## src/rtl/twc_pkg.sv

```systemverilog
package twc_pkg;

    localparam int CODE_W = 12;
    localparam int ADDR_W = 8;
    localparam int DATA_W = 32;

    localparam logic [ADDR_W-1:0] OFS_CTRL = 8'h18;
    localparam logic [ADDR_W-1:0] OFS_LO   = 8'h1C;
    localparam logic [ADDR_W-1:0] OFS_HI   = 8'h20;
    localparam logic [ADDR_W-1:0] OFS_STAT = 8'h30;
    localparam logic [ADDR_W-1:0] OFS_MASK = 8'h34;
    localparam logic [ADDR_W-1:0] OFS_CLR  = 8'h38;

    localparam int BIT_EN  = 0;
    localparam int BIT_CMP = 1;

    typedef enum logic [2:0] {
        SEL_NONE,
        SEL_CTRL,
        SEL_LO,
        SEL_HI,
        SEL_STAT,
        SEL_MASK,
        SEL_CLR
    } twc_sel_e;

    typedef struct packed {
        logic              enable;
        logic              unmask;
        logic [CODE_W-1:0] lo;
        logic [CODE_W-1:0] hi;
    } twc_cfg_t;

    typedef struct packed {
        logic              valid;
        logic [CODE_W-1:0] code;
    } twc_sample_t;

    function automatic twc_sel_e decode_addr(input logic [ADDR_W-1:0] a);
        twc_sel_e s;
        case (a)
            OFS_CTRL: s = SEL_CTRL;
            OFS_LO:   s = SEL_LO;
            OFS_HI:   s = SEL_HI;
            OFS_STAT: s = SEL_STAT;
            OFS_MASK: s = SEL_MASK;
            OFS_CLR:  s = SEL_CLR;
            default:  s = SEL_NONE;
        endcase
        return s;
    endfunction

    function automatic logic window_ok(input logic [CODE_W-1:0] lo,
                                       input logic [CODE_W-1:0] hi);
        return lo < hi;
    endfunction

    function automatic logic outside(input logic [CODE_W-1:0] code,
                                     input logic [CODE_W-1:0] lo,
                                     input logic [CODE_W-1:0] hi);
        return (code < lo) || (code > hi);
    endfunction

endpackage

```

## src/rtl/twc_regfile.sv

```systemverilog
module twc_regfile
    import twc_pkg::*;
#(
    parameter int AW = twc_pkg::ADDR_W,
    parameter int DW = twc_pkg::DATA_W
) (
    input  logic          clk,
    input  logic          rst,
    input  logic          we,
    input  logic [AW-1:0] addr,
    input  logic [DW-1:0] wdata,
    input  logic          flag,
    output twc_cfg_t      cfg,
    output logic          clr_pulse,
    output logic [DW-1:0] rdata
);

    twc_sel_e sel;
    twc_cfg_t cfg_q;

    assign sel = decode_addr(addr);

    always_ff @(posedge clk) begin
        if (rst) begin
            cfg_q <= '0;
        end else if (we) begin
            case (sel)
                SEL_CTRL: cfg_q.enable <= wdata[BIT_EN];
                SEL_LO:   cfg_q.lo     <= wdata[CODE_W-1:0];
                SEL_HI:   cfg_q.hi     <= wdata[CODE_W-1:0];
                SEL_MASK: cfg_q.unmask <= wdata[BIT_CMP];
                default:  ;
            endcase
        end
    end

    assign clr_pulse = we && (sel == SEL_CLR) && wdata[BIT_CMP];
    assign cfg       = cfg_q;

    always_comb begin
        rdata = '0;
        case (sel)
            SEL_CTRL: rdata[BIT_EN]       = cfg_q.enable;
            SEL_LO:   rdata[CODE_W-1:0]   = cfg_q.lo;
            SEL_HI:   rdata[CODE_W-1:0]   = cfg_q.hi;
            SEL_STAT: rdata[BIT_CMP]      = flag;
            SEL_MASK: rdata[BIT_CMP]      = cfg_q.unmask;
            default:  rdata = '0;
        endcase
    end

endmodule

```

## src/rtl/twc_window.sv

```systemverilog
module twc_window
    import twc_pkg::*;
(
    input  twc_cfg_t    cfg,
    input  twc_sample_t smp,
    output logic        hit
);

    logic band_ok;
    logic off_band;

    assign band_ok  = window_ok(cfg.lo, cfg.hi);
    assign off_band = outside(smp.code, cfg.lo, cfg.hi);
    assign hit      = smp.valid && cfg.enable && band_ok && off_band;

endmodule

```

## src/rtl/twc_flag.sv

```systemverilog
module twc_flag (
    input  logic clk,
    input  logic rst,
    input  logic set_evt,
    input  logic clr_evt,
    input  logic unmask,
    output logic flag_q,
    output logic irq_q
);

    always_ff @(posedge clk) begin
        if (rst) begin
            flag_q <= 1'b0;
            irq_q  <= 1'b0;
        end else begin
            flag_q <= set_evt | (flag_q & ~clr_evt);
            irq_q  <= flag_q & unmask;
        end
    end

endmodule

```

## src/rtl/therm_window_cmp.sv

```systemverilog
module therm_window_cmp
    import twc_pkg::*;
(
    input  logic                clk,
    input  logic                rst,
    input  logic                reg_we,
    input  logic [ADDR_W-1:0]   reg_addr,
    input  logic [DATA_W-1:0]   reg_wdata,
    output logic [DATA_W-1:0]   reg_rdata,
    input  logic                res_valid,
    input  logic [CODE_W-1:0]   res_code,
    output logic                cmp_irq
);

    twc_cfg_t          cfg;
    twc_sample_t       smp;
    logic              clr_pulse;
    logic              hit;
    logic              cmp_flag;
    logic              cfg_en;
    logic              cfg_unmask;
    logic [CODE_W-1:0] cfg_lo;
    logic [CODE_W-1:0] cfg_hi;

    assign smp.valid  = res_valid;
    assign smp.code   = res_code;
    assign cfg_en     = cfg.enable;
    assign cfg_unmask = cfg.unmask;
    assign cfg_lo     = cfg.lo;
    assign cfg_hi     = cfg.hi;

    twc_regfile #(.AW(ADDR_W), .DW(DATA_W)) u_regs (
        .clk       (clk),
        .rst       (rst),
        .we        (reg_we),
        .addr      (reg_addr),
        .wdata     (reg_wdata),
        .flag      (cmp_flag),
        .cfg       (cfg),
        .clr_pulse (clr_pulse),
        .rdata     (reg_rdata)
    );

    twc_window u_win (
        .cfg (cfg),
        .smp (smp),
        .hit (hit)
    );

    twc_flag u_flag (
        .clk     (clk),
        .rst     (rst),
        .set_evt (hit),
        .clr_evt (clr_pulse),
        .unmask  (cfg_unmask),
        .flag_q  (cmp_flag),
        .irq_q   (cmp_irq)
    );

endmodule

```

## config.mk

```make
export PLATFORM = sky130hd
export DESIGN_NAME = therm_window_cmp
export DESIGN_NICKNAME = d
export VERILOG_FILES = /design/src/rtl/twc_pkg.sv /design/src/rtl/twc_regfile.sv /design/src/rtl/twc_window.sv /design/src/rtl/twc_flag.sv /design/src/rtl/therm_window_cmp.sv
export SDC_FILE = /design/constraint.sdc
export NUM_CORES = 1
export LEC_CHECK = 0
export ABC_AREA = 1
export ABC_CLOCK_PERIOD_IN_PS = 2600
export BUFFER_PORTS_ARGS = -buffer_cell sky130_fd_sc_hd__buf_2
export CORE_ASPECT_RATIO = 1.25
export CORE_MARGIN = 8
export CORE_UTILIZATION = 45
export DETAILED_ROUTE_END_ITERATION = 12
export PLACE_DENSITY = 0.72
export SYNTH_ARGS = -nofsm -noshare
export SYNTH_HDL_FRONTEND = slang
export SYNTH_HIERARCHICAL = 1
export SYNTH_SLANG_ARGS = --single-unit
```

## constraint.sdc

```tcl
create_clock -name clk -period 2.6 [get_ports clk]
set_input_delay 0.39 -clock clk [delete_from_list [all_inputs] [get_ports clk]]
set_output_delay 0.39 -clock clk [all_outputs]
set_load 0.01 [all_outputs]
```

==> results of run 1 <==
power by group through the flow:
stage          Combinational (mW)  Clock (mW)  Sequential, mW
2_1_floorplan               0.116           0           0.441
3_3_place_gp                0.142           0           0.441
3_5_place_dp                0.146           0           0.441
4_1_cts                     0.147       0.274           0.431
5_1_grt                     0.169       0.286           0.431
6_report                    0.146       0.264           0.431
worst paths after layout:
path	start	end	cells past startpoint
min reg2reg	u_regs/cfg[24]	u_flag/irq_q	2
min	rst	u_flag/irq_q	2
max reg2reg	u_regs/cfg[11]	u_flag/flag_q	12
max	reg_addr[7]	reg_rdata[6]	11
flip-flops by register name, summed over array words and instances, names as in the netlist:
name	cells
u_regs/cfg	26
u_flag/flag_q	1
u_flag/irq_q	1
critical path: stages:
cell and delay [ps]:
buf_2 100, nor2_1 170, nand2_2 130, inv_2 90, nand2_4 60, nand3_1 90
nand2_2 70, nor2_2 370, nand2_1 90, nand2_1 100, buf_2 130
cell usage in the layout (no fill, tap or decap), types with 3 or more instances in the layout:
master and count:
a21oi_1 13, nor2_2 4, ha_1 34, nand4_1 4
buf_2 48, inv_2 14, o21ai_0 13, nand3_1 12
inv_1 57, nor3_1 3, nor2_4 4, conb_1 20
dfxtp_1 28, nand2_2 13, nor2_1 60, nand2_4 3
clkbuf_8 4, nand2_1 113
per-layer routing:
layer | global-route usage | share of wire
met1 | 0.147 | 0.45
met2 | 0.240 | 0.49
met3 | 0.0283 | 0.051
met4 | 0.0519 | 0.016
met5 | 0 | 0
metrics by stage:
stage | std cells | setup slack (ps) | area [µm²] | util | power, mW
final | 520 | 410 | 2840 | 0.498 | 0.841
after floorplan | 430 | 883 | 2680 | - | 0.556
after CTS | 520 | 397 | 2840 | 0.498 | 0.852
after global routing | 520 | 267 | 2840 | 0.498 | 0.886
after detailed placement | 516 | 398 | 2790 | 0.489 | 0.588
after global placement | 516 | 402 | 2790 | 0.489 | 0.583
cell type report:
type	instances	area, µm²	area share
Clock buffer	4	55.1	0.0194
Inverter	71	267	0.0938
Multi-Input combinational cell	303	1640	0.576
Sequential cell	28	561	0.197
Tap cell	66	82.6	0.0291
Timing Repair Buffer	48	240	0.0845
cell families (layout without fill, tap and decap cells):
family	after synthesis	in the layout	synth area share
and+or+nand+nor	218	218	0.369
buffers and inverters	99	123	0.184
adders and majority gates	34	34	0.163
AOI/OAI and AO/OA	31	31	0.0668
DFF	28	28	0.215
other	1	20	0.00144
==> flow_summary_export.csv, run 1 <==
group,metric,value,unit
floorplan,fp.dieH,101,µm
floorplan,dieArea,8490,µm²
synthesis,ys_seq_area_frac,0.215,
sta,final-hold-violation-count,0,
global_routing,grt_remaining_overflow,0,
pwr,p_sw,0.221,mW
synthesis,synth_common_cells,"nand2_1 (113), nor2_1 (60), inv_1 (57)",
cts,cts_buffers,3,
global_routing,grt_pass1_wl,9540,µm
cts,post-cts-setup-buffer-count,0,
sta,fin_tns_setup,0,ps
sta,fmax,457,MHz
sta,fin_crit,2190,ps
sta,fin_crit_sh,0.842,
synthesis,synthesis.instances,411,
setup_path,path_max_fanout,11,
synthesis,avgSynthCellArea,6.34,µm²
sta,worst_slew_pin_slew,688,ps
placed_design,portBuffers,48,
cts,path_clk_slew,90,ps
synthesis,syn_area,2600,µm²
floorplan,io_pins,89,
pwr,leakagePower,1.54,nW
pwr,p_sw_frac,0.263,
sta,final-setup-viol-count,0,
routing,drt_iter0_drc,103,
synthesis,synth_edf_count,0,
job,cap_violations,0,
floorplan,start_util,0.457,
placed_design,gp_congestion,0.843,
synthesis,ys_warn_count,6,
synthesis,synthFlopType,"dfxtp_1",
pwr,power_frac_comb,0.174,
cts,cts.path.max_buffers,2,
finish,synthToLayoutAreaGrowth,9.08,%
cts,hold_buffers,0,
routing,drt-wirelength-per-cell,11.1,µm
pwr,power.share.clock,0.314,
synthesis,synth_seq_cells,28,
cts,insertion_delay,270,ps
setup_path,cp-start-kind,"input pin",
synthesis,synth.distinct_cells,28,
setup_path,cp.required,2210,ps
global_routing,grt_max_degree,26,
routing,vias_per_cell,4.65,
sta,max-slew-margin-rel,0.541,
routing,drtAntennaViolNets,0,
global_routing,grt_pass1_vias,2274,
routing,vias,2416,
pwr,ir_drop,0.212,mV
finish,fillerInstances,622,
finish,diodes,0,
setup_path,end_kind,"output port",
synthesis,synth_area_leader_cell,"dfxtp_1",
cts,cts_root_buf,"clkbuf_8",
pwr,powerDensity,296,nW/µm²
global_routing,track_usage,0.133,
routing,dr.pass1.iters,5,
floorplan,num_rows,31,
finish,layout.nets,545,
cts,cts_tree,"built",
setup_path,arrival,1800,ps
sta,holdWs,316,ps
synthesis,yosys.area.top_type_share,0.215,
sta,clock-skew-final,1.18,ps
cts,postCtsResizedCells,0,
global_routing,antenna_found_initial,0,
placed_design,dp.final_hpwl,4960,µm
floorplan,core_area,5700,µm²
sta,rsz0062_at_grt,"false",
synthesis,async_flop_share,0,
setup_path,criticalPathCategory,"in2out",
pwr,p_int,0.620,mW
routing,drc,0,
floorplan,die_w,84.1,µm
status,status,"complete, no violations",
pwr,pwr-share-seq,0.512,
worst_hold_path,min-delay-path-class,"in2reg",
routing,wirelength,5790,µm
synthesis,synth_most_common_cell,"nand2_1",
sta,slew_viol_final,0,
cts,h-tree-depth,1,
setup_path,rrSetupSlack,1030,ps
synthesis,synth.area.top_cells,"dfxtp_1 (22%), ha_1 (16%), nand2_1 (16%)",
finish,drive_above_1_share,0.207,
cts,clock_sinks,28,
No activity file was read; power rests on OpenSTA's default activity.
==> run 2, diff against run 1 <==
--- a/config.mk
+++ b/config.mk
@@ -5,14 +5,14 @@
 export SDC_FILE = /design/constraint.sdc
 export NUM_CORES = 1
 export LEC_CHECK = 0
-export ABC_AREA = 1
-export ABC_CLOCK_PERIOD_IN_PS = 2600
+export ABC_AREA = 0
+export ABC_CLOCK_PERIOD_IN_PS = 1990
 export BUFFER_PORTS_ARGS = -buffer_cell sky130_fd_sc_hd__buf_2
 export CORE_ASPECT_RATIO = 1.25
 export CORE_MARGIN = 8
 export CORE_UTILIZATION = 45
 export DETAILED_ROUTE_END_ITERATION = 12
-export PLACE_DENSITY = 0.72
+export PLACE_DENSITY = 0.76
 export SYNTH_ARGS = -nofsm -noshare
 export SYNTH_HDL_FRONTEND = slang
 export SYNTH_HIERARCHICAL = 1
==> constraint.sdc (replaced) <==
create_clock -name clk -period 1.99 [get_ports clk]
set_input_delay 0.2985 -clock clk [delete_from_list [all_inputs] [get_ports clk]]
set_output_delay 0.2985 -clock clk [all_outputs]
set_load 0.01 [all_outputs]
==> flow_summary_export.csv, run 2 <==
group,metric,value,unit
synthesis,async_flop_share,0,
setup_path,r2r_cells,8,
setup_path,r2r_end,"u_flag/flag_q",
routing,drtAntennaViolNets,0,
synthesis,synth_common_cells,"nand2b_1 (40), ha_1 (34), dfxtp_1 (28)",
worst_hold_path,min_from,"reg_wdata[2]",
global_routing,grt_remaining_overflow,0,
finish,largest_register_ffs,26,
placed_design,dp.final_hpwl,4580,µm
sta,final-hold-violation-count,0,
finish,fin_cells,394,
sta,max-slew-margin-rel,0.665,
sta,rsz0062_at_grt,"true",
finish,multi_input_area,1700,µm²
routing,vias_per_cell,5.29,
finish,diodes,0,
placed_design,gp_congestion,0.842,
routing,drt-wirelength-per-cell,15.5,µm
routing,drt_iter0_drc,60,
sta,fmax,502,MHz
synthesis,synth_seq_cells,28,
synthesis,synth_most_common_cell,"nand2b_1",
floorplan,start_util,0.466,
pwr,powerDensity,381,nW/µm²
setup_path,cp-start-kind,"input pin",
global_routing,grt_max_degree,41,
global_routing,track_usage,0.155,
finish,layout_commonest_cell,"buf_2",
setup_path,criticalPathCategory,"in2out",
routing,drc,0,
cts,cts_tree,"built",
setup_path,cpMaxStageDelayCell,"or4_4",
sta,worst_slack,-1.63,ps
cts,cts_buffers,3,
setup_path,cp_common_cell,"buf_6",
pwr,p_sw_frac,0.264,
setup_path,cp.required,1690,ps
finish,most-common-layout-cells,"buf_2 (47), nand2b_1 (40), ha_1 (30), mux2i_1 (26)",
floorplan,die_w,80.7,µm
pwr,power.share.clock,0.327,
worst_hold_path,min-delay-path-class,"in2reg",
setup_path,path_max_fanout,6,
sta,holdWs,289,ps
placed_design,dp.cells,387,
synthesis,ys_warn_count,6,
worst_hold_path,hold_depth,3,
sta,fin_crit,1990,ps
sta,fin_crit_sh,1.00,
cts,cts_root_buf,"clkbuf_8",
pwr,pwr-share-seq,0.497,
worst_hold_path,hold-path-endpoint,"u_regs/cfg[14]",
synthesis,synth_edf_count,0,
finish,synthToLayoutAreaGrowth,26.1,%
routing,dr.pass1.iters,4,
pwr,p_int,0.831,mW
finish,seq_area,568,µm²
cts,insertion_delay,280,ps
setup_path,arrival,1690,ps
floorplan,dieArea,7810,µm²
synthesis,synth.distinct_cells,43,
synthesis,yosys.area.top_type_share,0.238,
status,violations,"setup timing",
synthesis,synthesis.instances,266,
cts,clock_sinks,28,
finish,fillerInstances,435,
floorplan,fp.dieH,96.8,µm
sta,worst_slew_pin_slew,503,ps
pwr,power_frac_comb,0.176,
routing,wirelength,6120,µm
setup_path,cpPeakStageDelay,580,ps
pwr,leakagePower,1.34,nW
synthesis,ys_seq_area_frac,0.238,
synthesis,synth_area_leader_cell,"dfxtp_1",
floorplan,io_pins,89,
setup_path,r2r_start,"u_regs/cfg[13]",
sta,final-setup-viol-count,1,
floorplan,num_rows,29,
setup_path,end_kind,"output port",
sta,clock-skew-final,1.26,ps
pwr,p_sw,0.298,mW
setup_path,critPathLaunch,"reg_addr[6]",
cts,hold_buffers,0,
status,status,"complete, but fails checks",
synthesis,synthFlopType,"dfxtp_1",
global_routing,antenna_found_initial,0,
global_routing,grt_pass1_vias,2194,
cts,h-tree-depth,1,
synthesis,synth.area.top_cells,"dfxtp_1 (24%), ha_1 (18%), mux2i_1 (11%)",
finish,drive_above_1_share,0.328,
pwr,ir_drop,0.400,mV
global_routing,grt_pass1_wl,10000,µm
job,cap_violations,0,
finish,layout.nets,423,
floorplan,core_area,5040,µm²
cts,cts.path.max_buffers,2,
sta,slew_viol_final,0,
cts,path_clk_slew,100,ps
synthesis,avgSynthCellArea,8.84,µm²
routing,vias,2085,
synthesis,syn_area,2350,µm²
setup_path,rrSetupSlack,80,ps
placed_design,portBuffers,48,
setup_path,path_cells,"buf_6, or4_4, buf_6, nor2_4, buf_6, a221o_1, buf_2",
==> run 2: kinds of logic (layout without fill, tap and decap cells) <==
logic type | count (synthesis) | in the layout | synth area share
and+or+nand+nor | 81 | 81 | 0.211
buffers and inverters | 55 | 102 | 0.125
AOI/OAI and AO/OA | 40 | 40 | 0.128
adders and majority gates | 34 | 34 | 0.181
DFF | 28 | 28 | 0.238
muxes | 27 | 27 | 0.115
other | 1 | 20 | 0.00160
==> run 2: final cells by class <==
type,instances,area share
clock buffer,4,0.0186
sequential,28,0.192
multi-input combinational,202,0.575
tap,62,0.0262
inverter,25,0.0317
timing repair buffer,73,0.157
==> run 2: worst max path at each step <==
stage | cells past startpoint | slack, ps | end
after global routing | 9 | -30 | u_flag/flag_q
final | 7 | -2 | reg_rdata[0]
after floorplan | 5 | 20 | reg_rdata[10]
after global placement | 7 | -90 | reg_rdata[0]
after CTS | 8 | -20 | u_flag/flag_q
after detailed placement | 7 | -70 | reg_rdata[0]
==> run 2: timing repair <==
| item | 4_1_cts | 5_1_grt |
|---|---|---|
| pin swaps | 13 | 13 |
| setup buffers | 1 | 0 |
| resized for setup | 19 | 18 |
| endpoints found under the hold margin | 0 | 0 |
| gates cloned | 2 | 0 |
| endpoints found under the setup margin | 13 | 11 |
==> run 2: metrics by stage <==
step	TNS, ps	utilization	worst slack [ps]	area (µm²)	power, mW
after global placement	-874	0.541	-86.6	2730	0.743
after floorplan	0	-	19.5	2420	0.704
after CTS	-24.1	0.574	-24.1	2900	1.13
after detailed placement	-1140	0.541	-72.5	2730	0.747
final	-1.63	0.588	-1.63	2960	1.13
after global routing	-105	0.588	-33.3	2960	1.19
==> run 2: power by group through the flow <==
stage	Combinational, mW	Clock, mW	Sequential, mW
6_report	0.199	0.370	0.561
5_1_grt	0.223	0.405	0.561
4_1_cts	0.186	0.381	0.561
3_5_place_dp	0.173	0	0.574
3_3_place_gp	0.169	0	0.574
2_1_floorplan	0.130	0	0.574
==> run 2: routing by layer <==
metal | vias up | global-route usage | part of all wire
li1 | 1029 | - | -
met3 | 10 | 0.0278 | 0.058
met5 | - | 0 | 0
met1 | 977 | 0.195 | 0.42
met2 | 69 | 0.256 | 0.50
met4 | 0 | 0.0510 | 0.015
==> run 2: critical path, delay by kind of cell <==
kind                   cells  cell delay, ps
AOI/OAI and AO/OA          1             140
and+or+nand+nor            2             720
buffers and inverters      4             530
==> run 3, diff against run 2 <==
--- a/config.mk
+++ b/config.mk
@@ -10,10 +10,9 @@
 export BUFFER_PORTS_ARGS = -buffer_cell sky130_fd_sc_hd__buf_2
 export CORE_ASPECT_RATIO = 1.25
 export CORE_MARGIN = 8
-export CORE_UTILIZATION = 45
+export CORE_UTILIZATION = 44
 export DETAILED_ROUTE_END_ITERATION = 12
-export PLACE_DENSITY = 0.76
+export PLACE_DENSITY = 0.75
 export SYNTH_ARGS = -nofsm -noshare
 export SYNTH_HDL_FRONTEND = slang
-export SYNTH_HIERARCHICAL = 1
 export SYNTH_SLANG_ARGS = --single-unit
==> flow_summary_export.csv, run 3 <==
group,metric,value,unit
pwr,ir_drop,0.243,mV
synthesis,async_flop_share,0,
finish,layout_commonest_cell,"buf_2",
floorplan,io_pins,89,
finish,drive_above_1_share,0.230,
global_routing,grt_remaining_overflow,0,
sta,fin_crit,2090,ps
floorplan,dieArea,7690,µm²
placed_design,portBuffers,48,
setup_path,path_cells,"buf_6, or4_4, nor4b_4, buf_6, buf_12, a22o_1, buf_2",
synthesis,avgSynthCellArea,8.03,µm²
routing,wirelength,5760,µm
cts,path_clk_slew,90,ps
placed_design,dp_slack,-146,ps
cts,insertion_delay,270,ps
global_routing,antenna_found_initial,0,
synthesis,ys_warn_count,0,
routing,drt_iter0_drc,59,
synthesis,synth_seq_cells,28,
setup_path,end_kind,"output port",
floorplan,start_util,0.451,
synthesis,synth.area.top_cells,"dfxtp_1 (25%), ha_1 (19%), buf_4 (8.0%)",
sta,slew_viol_final,0,
setup_path,path_buf_inv,4,
finish,layout.nets,427,
placed_design,dp.final_hpwl,4590,µm
synthesis,synth_most_common_cell,"a21oi_1",
global_routing,grt_pass1_wl,8750,µm
cts,cts_tree,"built",
placed_design,dp.cells,391,
routing,dr.pass1.iters,4,
routing,vias,2116,
floorplan,fp.dieH,96.1,µm
setup_path,path_delay_family,"simple AND/OR/NAND/NOR gates",
finish,largest_register_ffs,26,
setup_path,criticalPathCategory,"in2out",
finish,fillerInstances,511,
sta,worst_slew_pin_slew,512,ps
setup_path,arrival,1790,ps
cts,clock_sinks,28,
cts,cts_buffers,3,
routing,drt-wirelength-per-cell,14.5,µm
synthesis,synthFlopType,"dfxtp_1",
finish,most-common-layout-cells,"buf_2 (44), a21oi_1 (35), ha_1 (34), nand2_1 (33)",
sta,fin_crit_sh,1.05,
synthesis,yosys.area.top_type_share,0.248,
finish,synthToLayoutAreaGrowth,18.5,%
finish,diodes,0,
routing,drtAntennaViolNets,0,
sta,clock-skew-final,1.43,ps
global_routing,track_usage,0.138,
setup_path,path_max_fanout,7,
global_routing,grt_pass1_vias,1965,
placed_design,gp_congestion,0.829,
floorplan,core_area,5010,µm²
routing,vias_per_cell,5.33,
sta,final-setup-viol-count,12,
sta,final-hold-violation-count,0,
finish,seq_area,561,µm²
cts,cts_root_buf,"clkbuf_8",
setup_path,cp.required,1690,ps
status,status,"complete, but fails checks",
floorplan,num_rows,29,
setup_path,cpMaxStageDelayCell,"or4_4",
synthesis,ys_seq_area_frac,0.248,
worst_hold_path,min-delay-path-class,"in2reg",
finish,multi_input_area,1470,µm²
pwr,leakagePower,1.15,nW
sta,fin_tns_setup,-840,ps
cts,hold_buffers,0,
synthesis,synth_area_leader_cell,"dfxtp_1",
setup_path,rrSetupSlack,60,ps
floorplan,die_w,80.1,µm
sta,rsz0062_at_grt,"true",
sta,fmax,479,MHz
setup_path,cpPeakStageDelay,570,ps
synthesis,synth.distinct_cells,41,
setup_path,cp_common_cell,"buf_6",
cts,h-tree-depth,1,
pwr,powerDensity,386,nW/µm²
routing,drc,0,
synthesis,syn_area,2260,µm²
global_routing,grt_max_degree,30,
finish,fin_cells,397,
synthesis,synthesis.instances,281,
job,cap_violations,0,
status,violations,"setup timing",
sta,max-slew-margin-rel,0.659,
setup_path,cp-start-kind,"input pin",
sta,worst_slack,-96.5,ps
cts,cts.path.max_buffers,2,
synthesis,synth_edf_count,0,
synthesis,synth_common_cells,"a21oi_1 (35), ha_1 (34), nand2_1 (34)",
==> run 3: cell types whose count changed in the layout (fill, tap and decap cells not counted), moves of 8 or more <==
cell	before	now
nand2b_1	40	4
nand2_1	5	33
a21oi_1	8	35
mux2i_1	26	1
nand3_1	5	28
buf_4	19	11
==> run 3: final timing paths <==
kind,startpoint,to,cells past startpoint
hold reg to reg,u_regs.cfg[7],u_regs.cfg[7],2
setup reg to reg,u_regs.cfg[9],u_flag.flag_q,7
setup / recovery,reg_addr[0],reg_rdata[7],7
hold / removal,reg_wdata[5],u_regs.cfg[17],3
==> run 3: layout make-up <==
type | instances | area share
Tap cell | 62 | 0.0290
Timing Repair Buffer | 64 | 0.162
Inverter | 24 | 0.0337
Sequential cell | 28 | 0.210
Multi-Input combinational cell | 216 | 0.550
Clock buffer | 3 | 0.0154
==> run 3: kinds of logic (layout without fill, tap and decap cells) <==
| logic type | count (synthesis) | count (layout) | share of synthesized area |
|---|---|---|---|
| buf+inv | 56 | 91 | 0.147 |
| xor+xnor | 1 | 1 | 0.00388 |
| other cells | 1 | 20 | 0.00166 |
| fa+ha+maj | 34 | 34 | 0.188 |
| simple gates | 90 | 90 | 0.209 |
| compound gates | 70 | 70 | 0.197 |
| mux | 1 | 1 | 0.00443 |
| flops | 28 | 28 | 0.248 |
==> run 3: stage by stage <==
stage          hold slack, ps  power, mW  area, µm²   util
6_report                  282       1.03       2670  0.534
3_5_place_dp              462      0.738       2510  0.502
2_1_floorplan             434      0.700       2330      -
3_3_place_gp              458      0.733       2510  0.502
5_1_grt                   288       1.08       2670  0.534
4_1_cts                   276       1.04       2640  0.527
==> run 3: report_power, final <==
| group | leakage (nW) | switching [mW] | internal, mW |
|---|---|---|---|
| Combinational | 0.900 | 0.104 | 0.0675 |
| Clock | 0.0216 | 0.163 | 0.136 |
| Sequential | 0.225 | 0.000612 | 0.560 |
| Total | 1.15 | 0.268 | 0.764 |
==> run 3: per-layer routing <==
layer	share of wire	wire length, µm	track usage	vias up
met2	0.52	3000	0.255	64
met1	0.41	2370	0.160	981
li1	-	-	-	1065
met5	0	0	0	-
met4	0.016	93	0.0471	0
met3	0.052	297	0.0159	6
==> run 3: repair_timing <==
action	in CTS	in global routing
setup endpoints to repair	12	25
buffers inserted	2	0
gates resized for setup	8	6
cloned	1	0
hold endpoints to repair	0	0
pin swaps	7	7
==> run 3: worst reg2reg max path: cells and delay by family, from the launching register on <==
kind / cells / cell delay, ps
compound gates: 5 / 1070
flops: 1 / 360
fa+ha+maj: 1 / 320
buf+inv: 1 / 90
